<file path="src/rtl/bm_pkg.sv">
package bm_pkg;
  typedef enum logic [3:0] {
    OP_INV    = 4'd0,
    OP_AND    = 4'd1,
    OP_OR     = 4'd2,
    OP_XOR    = 4'd3,
    OP_NAND   = 4'd4,
    OP_NOR    = 4'd5,
    OP_XNOR   = 4'd6,
    OP_SHIFT  = 4'd7,
    OP_POPCNT = 4'd8,
    OP_TEST   = 4'd9,
    OP_FORCE  = 4'd10
  } bm_op_e;

  typedef enum logic [1:0] {
    RED_AND = 2'd0,
    RED_OR  = 2'd1,
    RED_XOR = 2'd2
  } bm_red_e;
endpackage

</file>
<file path="src/rtl/bm_reduce.sv">
module bm_reduce
  import bm_pkg::*;
#(
  parameter int W    = 64,
  parameter int NOPS = 4
) (
  input  logic [NOPS*W-1:0] opnd,
  input  logic [NOPS-1:0]   en,
  input  bm_red_e           kind,
  input  logic              invert,
  output logic [W-1:0]      y
);
  logic [W-1:0] acc [NOPS+1];

  // seed with the identity of the selected reduction
  assign acc[0] = (kind == RED_AND) ? {W{1'b1}} : {W{1'b0}};

  for (genvar i = 0; i < NOPS; i++) begin : g_stage
    logic [W-1:0] term;
    assign term = opnd[i*W +: W];
    always_comb begin
      acc[i+1] = acc[i];
      if (en[i]) begin
        unique case (kind)
          RED_AND: acc[i+1] = acc[i] & term;
          RED_OR:  acc[i+1] = acc[i] | term;
          default: acc[i+1] = acc[i] ^ term;
        endcase
      end
    end
  end

  assign y = invert ? ~acc[NOPS] : acc[NOPS];
endmodule

</file>
<file path="src/rtl/bm_shift.sv">
module bm_shift #(
  parameter int W  = 64,
  parameter int CW = 8
) (
  input  logic [W-1:0]         a,
  input  logic signed [CW-1:0] amt,
  output logic [W-1:0]         y
);
  localparam int MW = CW + 1;

  logic          go_right;
  logic [MW-1:0] mag;

  always_comb begin
    go_right = amt[CW-1];
    mag      = go_right ? (~{amt[CW-1], amt} + 1'b1) : {1'b0, amt};
    if (int'(mag) >= W)   y = '0;
    else if (go_right)    y = a >> mag;
    else                  y = a << mag;
  end
endmodule

</file>
<file path="src/rtl/bm_popcount.sv">
module bm_popcount #(
  parameter int W = 64,
  localparam int CNTW = $clog2(W + 1)
) (
  input  logic [W-1:0]    a,
  output logic [CNTW-1:0] cnt
);
  always_comb begin
    cnt = '0;
    for (int i = 0; i < W; i++) begin
      cnt = cnt + CNTW'(a[i]);
    end
  end
endmodule

</file>
<file path="src/rtl/bm_bitfield.sv">
module bm_bitfield #(
  parameter int W  = 64,
  parameter int CW = 8
) (
  input  logic [W-1:0]         a,
  input  logic signed [CW-1:0] idx,
  input  logic                 val,
  output logic [W-1:0]         test_y,
  output logic [W-1:0]         force_y
);
  localparam int IDXW = $clog2(W);

  logic         in_range;
  logic [W-1:0] mask;

  always_comb begin
    in_range = (int'(idx) >= 0) && (int'(idx) < W);
    mask     = in_range ? (W'(1) << idx[IDXW-1:0]) : '0;
    test_y   = W'(|(a & mask));
    force_y  = val ? (a | mask) : (a & ~mask);
  end
endmodule

</file>
<file path="src/rtl/bitmanip_unit.sv">
module bitmanip_unit
  import bm_pkg::*;
#(
  parameter int W    = 64,
  parameter int NOPS = 4,
  parameter int CW   = 8
) (
  input  logic                 clk,
  input  logic                 rst_n,
  input  logic                 in_valid,
  input  logic [3:0]           opcode,
  input  logic [NOPS*W-1:0]    opnd,
  input  logic [NOPS-1:0]      opnd_en,
  input  logic signed [CW-1:0] amt,
  input  logic                 bit_val,
  output logic                 out_valid,
  output logic [W-1:0]         result
);
  localparam int CNTW = $clog2(W + 1);

  // reset: asserted asynchronously, released on the clock
  logic rst_meta_n, rst_sync_n;
  always_ff @(posedge clk or negedge rst_n) begin
    if (!rst_n) begin
      rst_meta_n <= 1'b0;
      rst_sync_n <= 1'b0;
    end else begin
      rst_meta_n <= 1'b1;
      rst_sync_n <= rst_meta_n;
    end
  end

  logic [W-1:0] op0;
  assign op0 = opnd[W-1:0];

  bm_red_e red_kind;
  logic    red_inv;
  always_comb begin
    unique case (opcode)
      OP_OR, OP_NOR:   red_kind = RED_OR;
      OP_XOR, OP_XNOR: red_kind = RED_XOR;
      default:         red_kind = RED_AND;
    endcase
    red_inv = (opcode == OP_NAND) || (opcode == OP_NOR) || (opcode == OP_XNOR);
  end

  logic [W-1:0]    red_y, shf_y, tst_y, frc_y;
  logic [CNTW-1:0] pop_cnt;

  bm_reduce #(.W(W), .NOPS(NOPS)) u_reduce (
    .opnd(opnd), .en(opnd_en), .kind(red_kind), .invert(red_inv), .y(red_y)
  );

  bm_shift #(.W(W), .CW(CW)) u_shift (
    .a(op0), .amt(amt), .y(shf_y)
  );

  bm_popcount #(.W(W)) u_pop (
    .a(op0), .cnt(pop_cnt)
  );

  bm_bitfield #(.W(W), .CW(CW)) u_bits (
    .a(op0), .idx(amt), .val(bit_val), .test_y(tst_y), .force_y(frc_y)
  );

  // next-state
  logic [W-1:0] res_d;
  always_comb begin
    unique case (opcode)
      OP_INV:                         res_d = ~op0;
      OP_AND, OP_OR, OP_XOR,
      OP_NAND, OP_NOR, OP_XNOR:       res_d = red_y;
      OP_SHIFT:                       res_d = shf_y;
      OP_POPCNT:                      res_d = W'(pop_cnt);
      OP_TEST:                        res_d = tst_y;
      OP_FORCE:                       res_d = frc_y;
      default:                        res_d = '0;
    endcase
  end

  // registers
  always_ff @(posedge clk or negedge rst_sync_n) begin
    if (!rst_sync_n) begin
      out_valid <= 1'b0;
      result    <= '0;
    end else begin
      out_valid <= in_valid;
      if (in_valid) begin
        result <= res_d;
      end
    end
  end
endmodule

</file>
<file path="config.mk">
export PLATFORM = sky130hd
export DESIGN_NAME = bitmanip_unit
export DESIGN_NICKNAME = d
export VERILOG_FILES = /design/src/rtl/bm_pkg.sv /design/src/rtl/bm_reduce.sv /design/src/rtl/bm_shift.sv /design/src/rtl/bm_popcount.sv /design/src/rtl/bm_bitfield.sv /design/src/rtl/bitmanip_unit.sv
export SDC_FILE = /design/constraint.sdc
export NUM_CORES = 2
export LEC_CHECK = 0
export BUFFER_PORTS_ARGS = -buffer_cell sky130_fd_sc_hd__buf_2
export CAP_MARGIN = 20
export CORE_MARGIN = 3
export CORE_UTILIZATION = 40
export CTS_CLUSTER_SIZE = 14
export DETAILED_ROUTE_END_ITERATION = 10
export GPL_ROUTABILITY_DRIVEN = 1
export PLACE_DENSITY = 0.68
export SLEW_MARGIN = 15
export SYNTH_ARGS = -nofsm -noshare
export SYNTH_HDL_FRONTEND = slang
export SYNTH_SLANG_ARGS = --single-unit
</file>
<file path="constraint.sdc">
create_clock -name clk -period 3.75 [get_ports clk]
set_input_delay 0.75 -clock clk [delete_from_list [all_inputs] [get_ports clk]]
set_output_delay 0.75 -clock clk [all_outputs]
set_load 0.02 [all_outputs]
</file>
==> results_tabular.tex, run 1 <==
\begin{tabular}{lr}
\hline
Metric & Value \\
\hline
\multicolumn{2}{l}{\textbf{Logic synthesis}} \\
\quad Number of distinct library cells after synthesis & 108 \\
\quad Post-synthesis net count & 4728 \\
\quad Post-Synthesis Mean Instance Area & 7.556 sq um \\
\quad Post-synthesis cell count & 3992 \\
\quad Number of synthesized register bits & 67 \\
\quad Synth async-reset ratio & 1.000 \\
\quad Mapped cell area & 0.03016 sq mm \\
\quad EDFF count, synth & 0 \\
\quad Count of synthesis-stage warnings from yosys & 0 \\
\quad Prevailing post-synth register cell & sky130\_fd\_sc\_hd\_\_dfrtp\_1 \\
\quad Proportion of synthesized chip area in sequential cells & 0.05558 \\
\multicolumn{2}{l}{\textbf{CTS}} \\
\quad TritonCTS Sinks & 67 \\
\quad Cell at the root of the clock tree & sky130\_fd\_sc\_hd\_\_clkbuf\_16 \\
\quad Count of H-tree levels built during CTS & 3 \\
\quad CTS Buf Count & 9 \\
\quad Max Root-Sink Buffers & 2 \\
\quad Cts-stage hold buffer count & 0 \\
\multicolumn{2}{l}{\textbf{Floorplanning}} \\
\quad Number of I/O pins & 341 \\
\quad Die boundary width & 280.6 um \\
\quad Initial Utilization & 0.4045 \\
\quad Number of rows created at floorplan & 100 \\
\quad Height of the die & 280.6 um \\
\multicolumn{2}{l}{\textbf{STA}} \\
\quad Worst End Pin Type & sequential cell input \\
\quad Worst\_ep grt & result[4]\$\_DFFE\_PN0P\_/D \\
\multicolumn{2}{l}{\textbf{Outcome}} \\
\quad Stop stage & global routing (5\_1\_grt) \\
\quad Status & aborted with a tool error \\
\quad First Error & [ERROR GRT-0232] Routing congestion too high. Check the congestion heatmap in the GUI. \\
\multicolumn{2}{l}{\textbf{GRT}} \\
\quad Combined global-route utilization of all metal layers & 0.7095 \\
\quad Overflow left after global routing & 107 \\
\quad Pin count of the biggest net entering global routing & 66 \\
\multicolumn{2}{l}{\textbf{Placed design}} \\
\quad Total half-perimeter wirelength after legalization and detailed placement & 169.2 mm \\
\quad Number of buffer cells added on primary ports & 340 \\
\quad Weighted congestion reported at the end of routability-driven placement & 1.106 \\
\hline
\end{tabular}
[layer usage]
| metal | overflow | track usage |
|---|---|---|
| met5 | 0 | 0.3230 |
| met4 | 22 | 0.6088 |
| met3 | 10 | 0.5587 |
| met2 | 65 | 0.8491 |
| met1 | 10 | 0.7602 |
[per-stage QoR]
stage	hold slack, ns	setup slack (ns)	utilization	cells	instance area [sq um]
2_1_floorplan	0.3312	-2.837	-	3992	31220
3_3_place_gp	0.3390	-3.374	0.5541	6030	41320
3_5_place_dp	0.3497	-3.408	0.5541	6030	41320
4_1_cts	0.1318	-2.863	0.5912	6137	44090
[synth_stat cells (15+ instances only)]
library cell / instances / area (sq um)
sky130_fd_sc_hd__a21oi_1: 211 / 1056
sky130_fd_sc_hd__o221ai_1: 76 / 665.6
sky130_fd_sc_hd__buf_4: 31 / 232.7
sky130_fd_sc_hd__nand2b_1: 16 / 100.1
sky130_fd_sc_hd__dfrtp_1: 67 / 1677
sky130_fd_sc_hd__o211ai_1: 39 / 292.8
sky130_fd_sc_hd__o211a_1: 17 / 170.2
sky130_fd_sc_hd__fa_1: 54 / 1081
sky130_fd_sc_hd__mux2i_1: 338 / 3383
sky130_fd_sc_hd__nand3_1: 48 / 240.2
sky130_fd_sc_hd__a31oi_1: 44 / 275.3
sky130_fd_sc_hd__nor3_1: 51 / 255.2
sky130_fd_sc_hd__or3_1: 15 / 93.84
sky130_fd_sc_hd__o21ai_1: 22 / 110.1
sky130_fd_sc_hd__a21o_1: 57 / 427.9
sky130_fd_sc_hd__or4_1: 26 / 195.2
sky130_fd_sc_hd__o22ai_1: 172 / 1076
sky130_fd_sc_hd__mux2_2: 24 / 270.3
sky130_fd_sc_hd__nor2_1: 269 / 1010
sky130_fd_sc_hd__o22a_1: 36 / 315.3
sky130_fd_sc_hd__inv_1: 504 / 1892
sky130_fd_sc_hd__nand2_1: 275 / 1032
sky130_fd_sc_hd__buf_1: 32 / 120.1
sky130_fd_sc_hd__o31ai_1: 31 / 232.7
sky130_fd_sc_hd__buf_2: 116 / 580.6
sky130_fd_sc_hd__o21ai_0: 203 / 1016
sky130_fd_sc_hd__mux4_2: 88 / 1982
sky130_fd_sc_hd__o221a_2: 30 / 337.8
sky130_fd_sc_hd__a221oi_1: 27 / 236.5
sky130_fd_sc_hd__ha_1: 406 / 5080
sky130_fd_sc_hd__a211oi_1: 50 / 375.4
sky130_fd_sc_hd__a22oi_1: 70 / 525.5
sky130_fd_sc_hd__clkbuf_1: 223 / 837.1
[logic make-up after synthesis]
logic type	count (synthesis)	share of synthesized area
XOR/XNOR	7	0.002033
adder cells (fa/ha/maj)	460	0.2042
multiplexers	454	0.1890
other	1	0.0001243
flip-flops	67	0.05558
buffers and inverters	919	0.1251
AND/OR/NAND/NOR	791	0.1200
AO/OA/AOI/OAI	1293	0.3040
[what timing repair did]
item                       4_1_cts
gates cloned                     3
buffers inserted                92
pin swaps                      219
setup endpoints to repair       64
resized for setup              311
==> inputs of run 2 (changes only) <==
- CORE_UTILIZATION: 40 -> 25
- CTS_CLUSTER_SIZE: 14 -> unset
- PLACE_DENSITY: 0.68 -> unset
- PLACE_DENSITY_LB_ADDON: unset -> 0.15
==> results_tabular.tex, run 2 <==
\begin{tabular}{lr}
\hline
Metric & Value \\
\hline
\multicolumn{2}{l}{\textbf{Outcome}} \\
\quad Status & complete, but fails checks \\
\quad Failing checks & setup timing \\
\multicolumn{2}{l}{\textbf{GRT}} \\
\quad Busiest metal layer after global routing & met2 \\
\quad Met2 GRT Util & 0.5114 \\
\quad Met3 global-route usage & 0.07861 \\
\quad Global-route wire length before repair & 303.1 mm \\
\quad Overflow left after global routing & 0 \\
\quad Routing usage on met1 & 0.4421 \\
\quad Combined global-route utilization of all metal layers & 0.3382 \\
\quad Pin count of the biggest net entering global routing & 71 \\
\quad Initial antenna violation count & 12 \\
\quad Number of global-route vias before repair & 37790 \\
\multicolumn{2}{l}{\textbf{Floorplanning}} \\
\quad Number of rows created at floorplan & 126 \\
\quad Number of I/O pins & 341 \\
\quad Die Area & 0.1249 sq mm \\
\quad Die boundary width & 353.4 um \\
\quad Height of the die & 353.4 um \\
\quad Initial Utilization & 0.2538 \\
\quad Area of the core region & 0.1189 sq mm \\
\multicolumn{2}{l}{\textbf{Routing}} \\
\quad Routed wire per std cell & 32.62 um \\
\quad Number of DRC markers after the initial detailed-route iteration & 4373 \\
\quad Count of TritonRoute iterations in the first routing pass & 6 \\
\quad Remaining antenna violation count after routing & 0 \\
\quad DRC & 0 \\
\quad Average via count per standard cell & 5.723 \\
\quad Routed vias & 39050 \\
\quad Total routed wirelength & 222.6 mm \\
\multicolumn{2}{l}{\textbf{Setup path}} \\
\quad Reg2reg start & result[32] \\
\quad Worst setup path startpoint & opnd[1] \\
\quad Startpoint Class & input port \\
\quad Type of element capturing the critical path & flop \\
\quad Required time at the worst-slack endpoint & 3.99 ns \\
\quad Arrival time of data at the critical path endpoint & 7.06 ns \\
\quad Worst setup path class & input port to flop \\
\quad Maximum net fanout on the critical path & 2 \\
\multicolumn{2}{l}{\textbf{STA}} \\
\quad Hold violation count in the final report & 0 \\
\quad Share of the clock period used by the worst path after layout & 1.819 \\
\quad Normalized max-slew margin & 0.3127 \\
\quad Clk\_skew & 0.01016 ns \\
\quad Upper clock frequency limit & 146.6 MHz \\
\quad Slack of the critical path & -3.072 ns \\
\quad RSZ-0062 raised after global routing & yes \\
\quad Tightest Pin Transition & 1.031 ns \\
\quad Final setup violation count & 64 \\
\quad Max-slew violation count & 0 \\
\quad Period minus WS final & 6.822 ns \\
\multicolumn{2}{l}{\textbf{Cells and area}} \\
\quad \# fillers & 12310 \\
\quad Net count of the finished layout & 5947 \\
\quad Final instance area & 0.04840 sq mm \\
\quad Area growth from synthesis to layout & 60.46\% \\
\quad Core occupancy in the finished layout & 0.4072 \\
\quad Most common cell after layout, fill and taps aside & sky130\_fd\_sc\_hd\_\_buf\_4 \\
\quad Most used cells in the layout excluding fill and tap cells & sky130\_fd\_sc\_hd\_\_buf\_4 (1135), sky130\_fd\_sc\_hd\_\_inv\_1 (420), sky130\_fd\_sc\_hd\_\_buf\_2 (331), sky130\_fd\_sc\_hd\_\_mux2i\_1 (326), sky130\_fd\_sc\_hd\_\_nand2\_1 (271) \\
\quad Layout cells sized above 1 & 0.4870 \\
\quad Register ranked first by flip-flop count & result \\
\quad Number of flip-flops in the largest register & 64 \\
\multicolumn{2}{l}{\textbf{Logic synthesis}} \\
\quad Leading area contributor after synthesis & sky130\_fd\_sc\_hd\_\_ha\_1 \\
\quad Proportion of synthesized chip area in sequential cells & 0.05558 \\
\quad Post-Synthesis Mean Instance Area & 7.556 sq um \\
\quad Post-synthesis cell count & 3992 \\
\quad EDFF count, synth & 0 \\
\quad Post-synthesis net count & 4728 \\
\quad Synth async-reset ratio & 1.000 \\
\quad Share of the synthesized area in the top cell type & 0.1684 \\
\quad Mapped cell area & 0.03016 sq mm \\
\quad Number of distinct library cells after synthesis & 108 \\
\quad Number of synthesized register bits & 67 \\
\quad Count of synthesis-stage warnings from yosys & 0 \\
\quad Most instantiated library cell after synthesis & sky130\_fd\_sc\_hd\_\_inv\_1 \\
\quad Most used standard cells in the synthesized netlist & sky130\_fd\_sc\_hd\_\_inv\_1 (504), sky130\_fd\_sc\_hd\_\_ha\_1 (406), sky130\_fd\_sc\_hd\_\_mux2i\_1 (338) \\
\quad Prevailing post-synth register cell & sky130\_fd\_sc\_hd\_\_dfrtp\_1 \\
\quad Biggest area contributors in the synthesized netlist & sky130\_fd\_sc\_hd\_\_ha\_1 (17\%), sky130\_fd\_sc\_hd\_\_mux2i\_1 (11\%), sky130\_fd\_sc\_hd\_\_mux4\_2 (6.6\%) \\
\multicolumn{2}{l}{\textbf{CTS}} \\
\quad Cell at the root of the clock tree & sky130\_fd\_sc\_hd\_\_clkbuf\_16 \\
\quad Count of H-tree levels built during CTS & 3 \\
\quad TritonCTS Sinks & 67 \\
\quad Clock tree from TritonCTS & built \\
\quad Clock latency on the worst-skew pair & 0.38 ns \\
\quad Register clock-pin slew on the reported worst setup and hold paths & 0.08 ns \\
\quad CTS Buf Count & 9 \\
\quad Max Root-Sink Buffers & 2 \\
\multicolumn{2}{l}{\textbf{Placed design}} \\
\quad Number of buffer cells added on primary ports & 340 \\
\quad Total half-perimeter wirelength after legalization and detailed placement & 177.9 mm \\
\quad Weighted congestion reported at the end of routability-driven placement & 1.040 \\
\quad Cell area after placement & 0.04210 sq mm \\
\multicolumn{2}{l}{\textbf{Power}} \\
\quad Max VDD drop & 0.001985 V \\
\quad Static Leakage & 22.60 nW \\
\quad Power density normalized to cell area & 415.9 mW/mm\^{}2 \\
\multicolumn{2}{l}{\textbf{Job}} \\
\quad Reported max-cap violation count & 0 \\
\multicolumn{2}{l}{\textbf{Min path}} \\
\quad Path category of the worst min-delay check & input port to asynchronous set/reset pin \\
\hline
\end{tabular}
==> run 2: logic make-up (layout without fill, tap and decap cells) <==
| family | count (synthesis) | count (layout) | share of synthesized area |
|---|---|---|---|
| compound gates | 1293 | 1293 | 0.3040 |
| xor+xnor | 7 | 7 | 0.002033 |
| other cells | 1 | 8 | 0.0001243 |
| fa+ha+maj | 460 | 460 | 0.2042 |
| buf+inv | 919 | 2142 | 0.1251 |
| simple gates | 791 | 792 | 0.1200 |
| flops | 67 | 67 | 0.05558 |
| mux | 454 | 454 | 0.1890 |
==> run 2: worst paths after layout <==
check | endpoint | slack (ns) | cells after the start
min in group clk | rst_sync_n | 0.35 | 0
max in group asynchronous | result[62] | 2.54 | 1
worst min register to register | rst_sync_n | 0.35 | 0
worst max register to register | result[32] | 1.96 | 6
worst min-delay path | rst_meta_n | 0.16 | 1
worst max-delay path | result[4] | -3.07 | 20
==> run 2: area by class of cell <==
class	instances	area (sq um)	area share
Sequential cell	67	1678	0.03467
Clock inverter	7	82.58	0.001706
Inverter	508	1932	0.03991
Tap cell	1600	2002	0.04136
Multi-Input combinational cell	3007	29770	0.6150
Timing Repair Buffer	1618	12700	0.2623
Clock buffer	9	225.2	0.004653
Antenna cell	7	17.52	0.0003619
==> run 2: worst max-delay path: stages <==
cell                       delay, ns
sky130_fd_sc_hd__buf_8          0.10
sky130_fd_sc_hd__ha_4           0.26
sky130_fd_sc_hd__inv_2          0.04
sky130_fd_sc_hd__fa_1           0.46
sky130_fd_sc_hd__fa_1           0.56
sky130_fd_sc_hd__fa_1           0.46
sky130_fd_sc_hd__fa_1           0.53
sky130_fd_sc_hd__fa_1           0.44
sky130_fd_sc_hd__fa_1           0.48
sky130_fd_sc_hd__fa_1           0.53
sky130_fd_sc_hd__fa_1           0.44
sky130_fd_sc_hd__fa_2           0.38
sky130_fd_sc_hd__fa_2           0.40
sky130_fd_sc_hd__nor2b_1        0.12
sky130_fd_sc_hd__o21a_1         0.15
sky130_fd_sc_hd__o21a_1         0.15
sky130_fd_sc_hd__o32a_1         0.31
sky130_fd_sc_hd__o21ai_1        0.13
sky130_fd_sc_hd__o31ai_1        0.26
sky130_fd_sc_hd__o311ai_1       0.13
==> run 2: through the flow <==
step | hold WS [ns] | instances | setup slack [ns] | power [mW] | TNS (ns)
floorplan | 0.3312 | 3992 | -2.837 | 8.067 | -55.80
global placement | 0.3329 | 6650 | -3.416 | 14.58 | -88.19
detailed placement | 0.3378 | 6650 | -3.508 | 14.50 | -91.06
CTS | 0.1463 | 6758 | -2.965 | 17.27 | -55.26
global route | 0.1476 | 6817 | -3.217 | 21.29 | -65.43
finish | 0.1576 | 6823 | -3.072 | 20.13 | -57.11
==> run 2: repair_timing <==
item,4_1_cts,5_1_grt
resized for setup,412,458
cloned,7,1
pin swaps,219,293
hold buffers,0,0
setup endpoints to repair,64,64
buffers inserted,95,75
==> run 2: where the power goes <==
| group | leakage, nW | total [mW] | internal (mW) | switching, mW |
|---|---|---|---|---|
| clock network | 0.145 | 0.965 | 0.528 | 0.437 |
| registers | 0.887 | 1.01 | 0.819 | 0.186 |
| logic | 21.6 | 18.2 | 8.44 | 9.72 |
==> run 2: layer usage <==
| layer | part of all wire | up-vias | wire length, um |
|---|---|---|---|
| met5 | 0.00030 | - | 67 |
| met4 | 0.067 | 10 | 14980 |
| met3 | 0.091 | 425 | 20160 |
| met2 | 0.43 | 2022 | 94970 |
| met1 | 0.42 | 19580 | 92400 |
| li1 | - | 17010 | - |
Power figures use the tool's default switching activity.
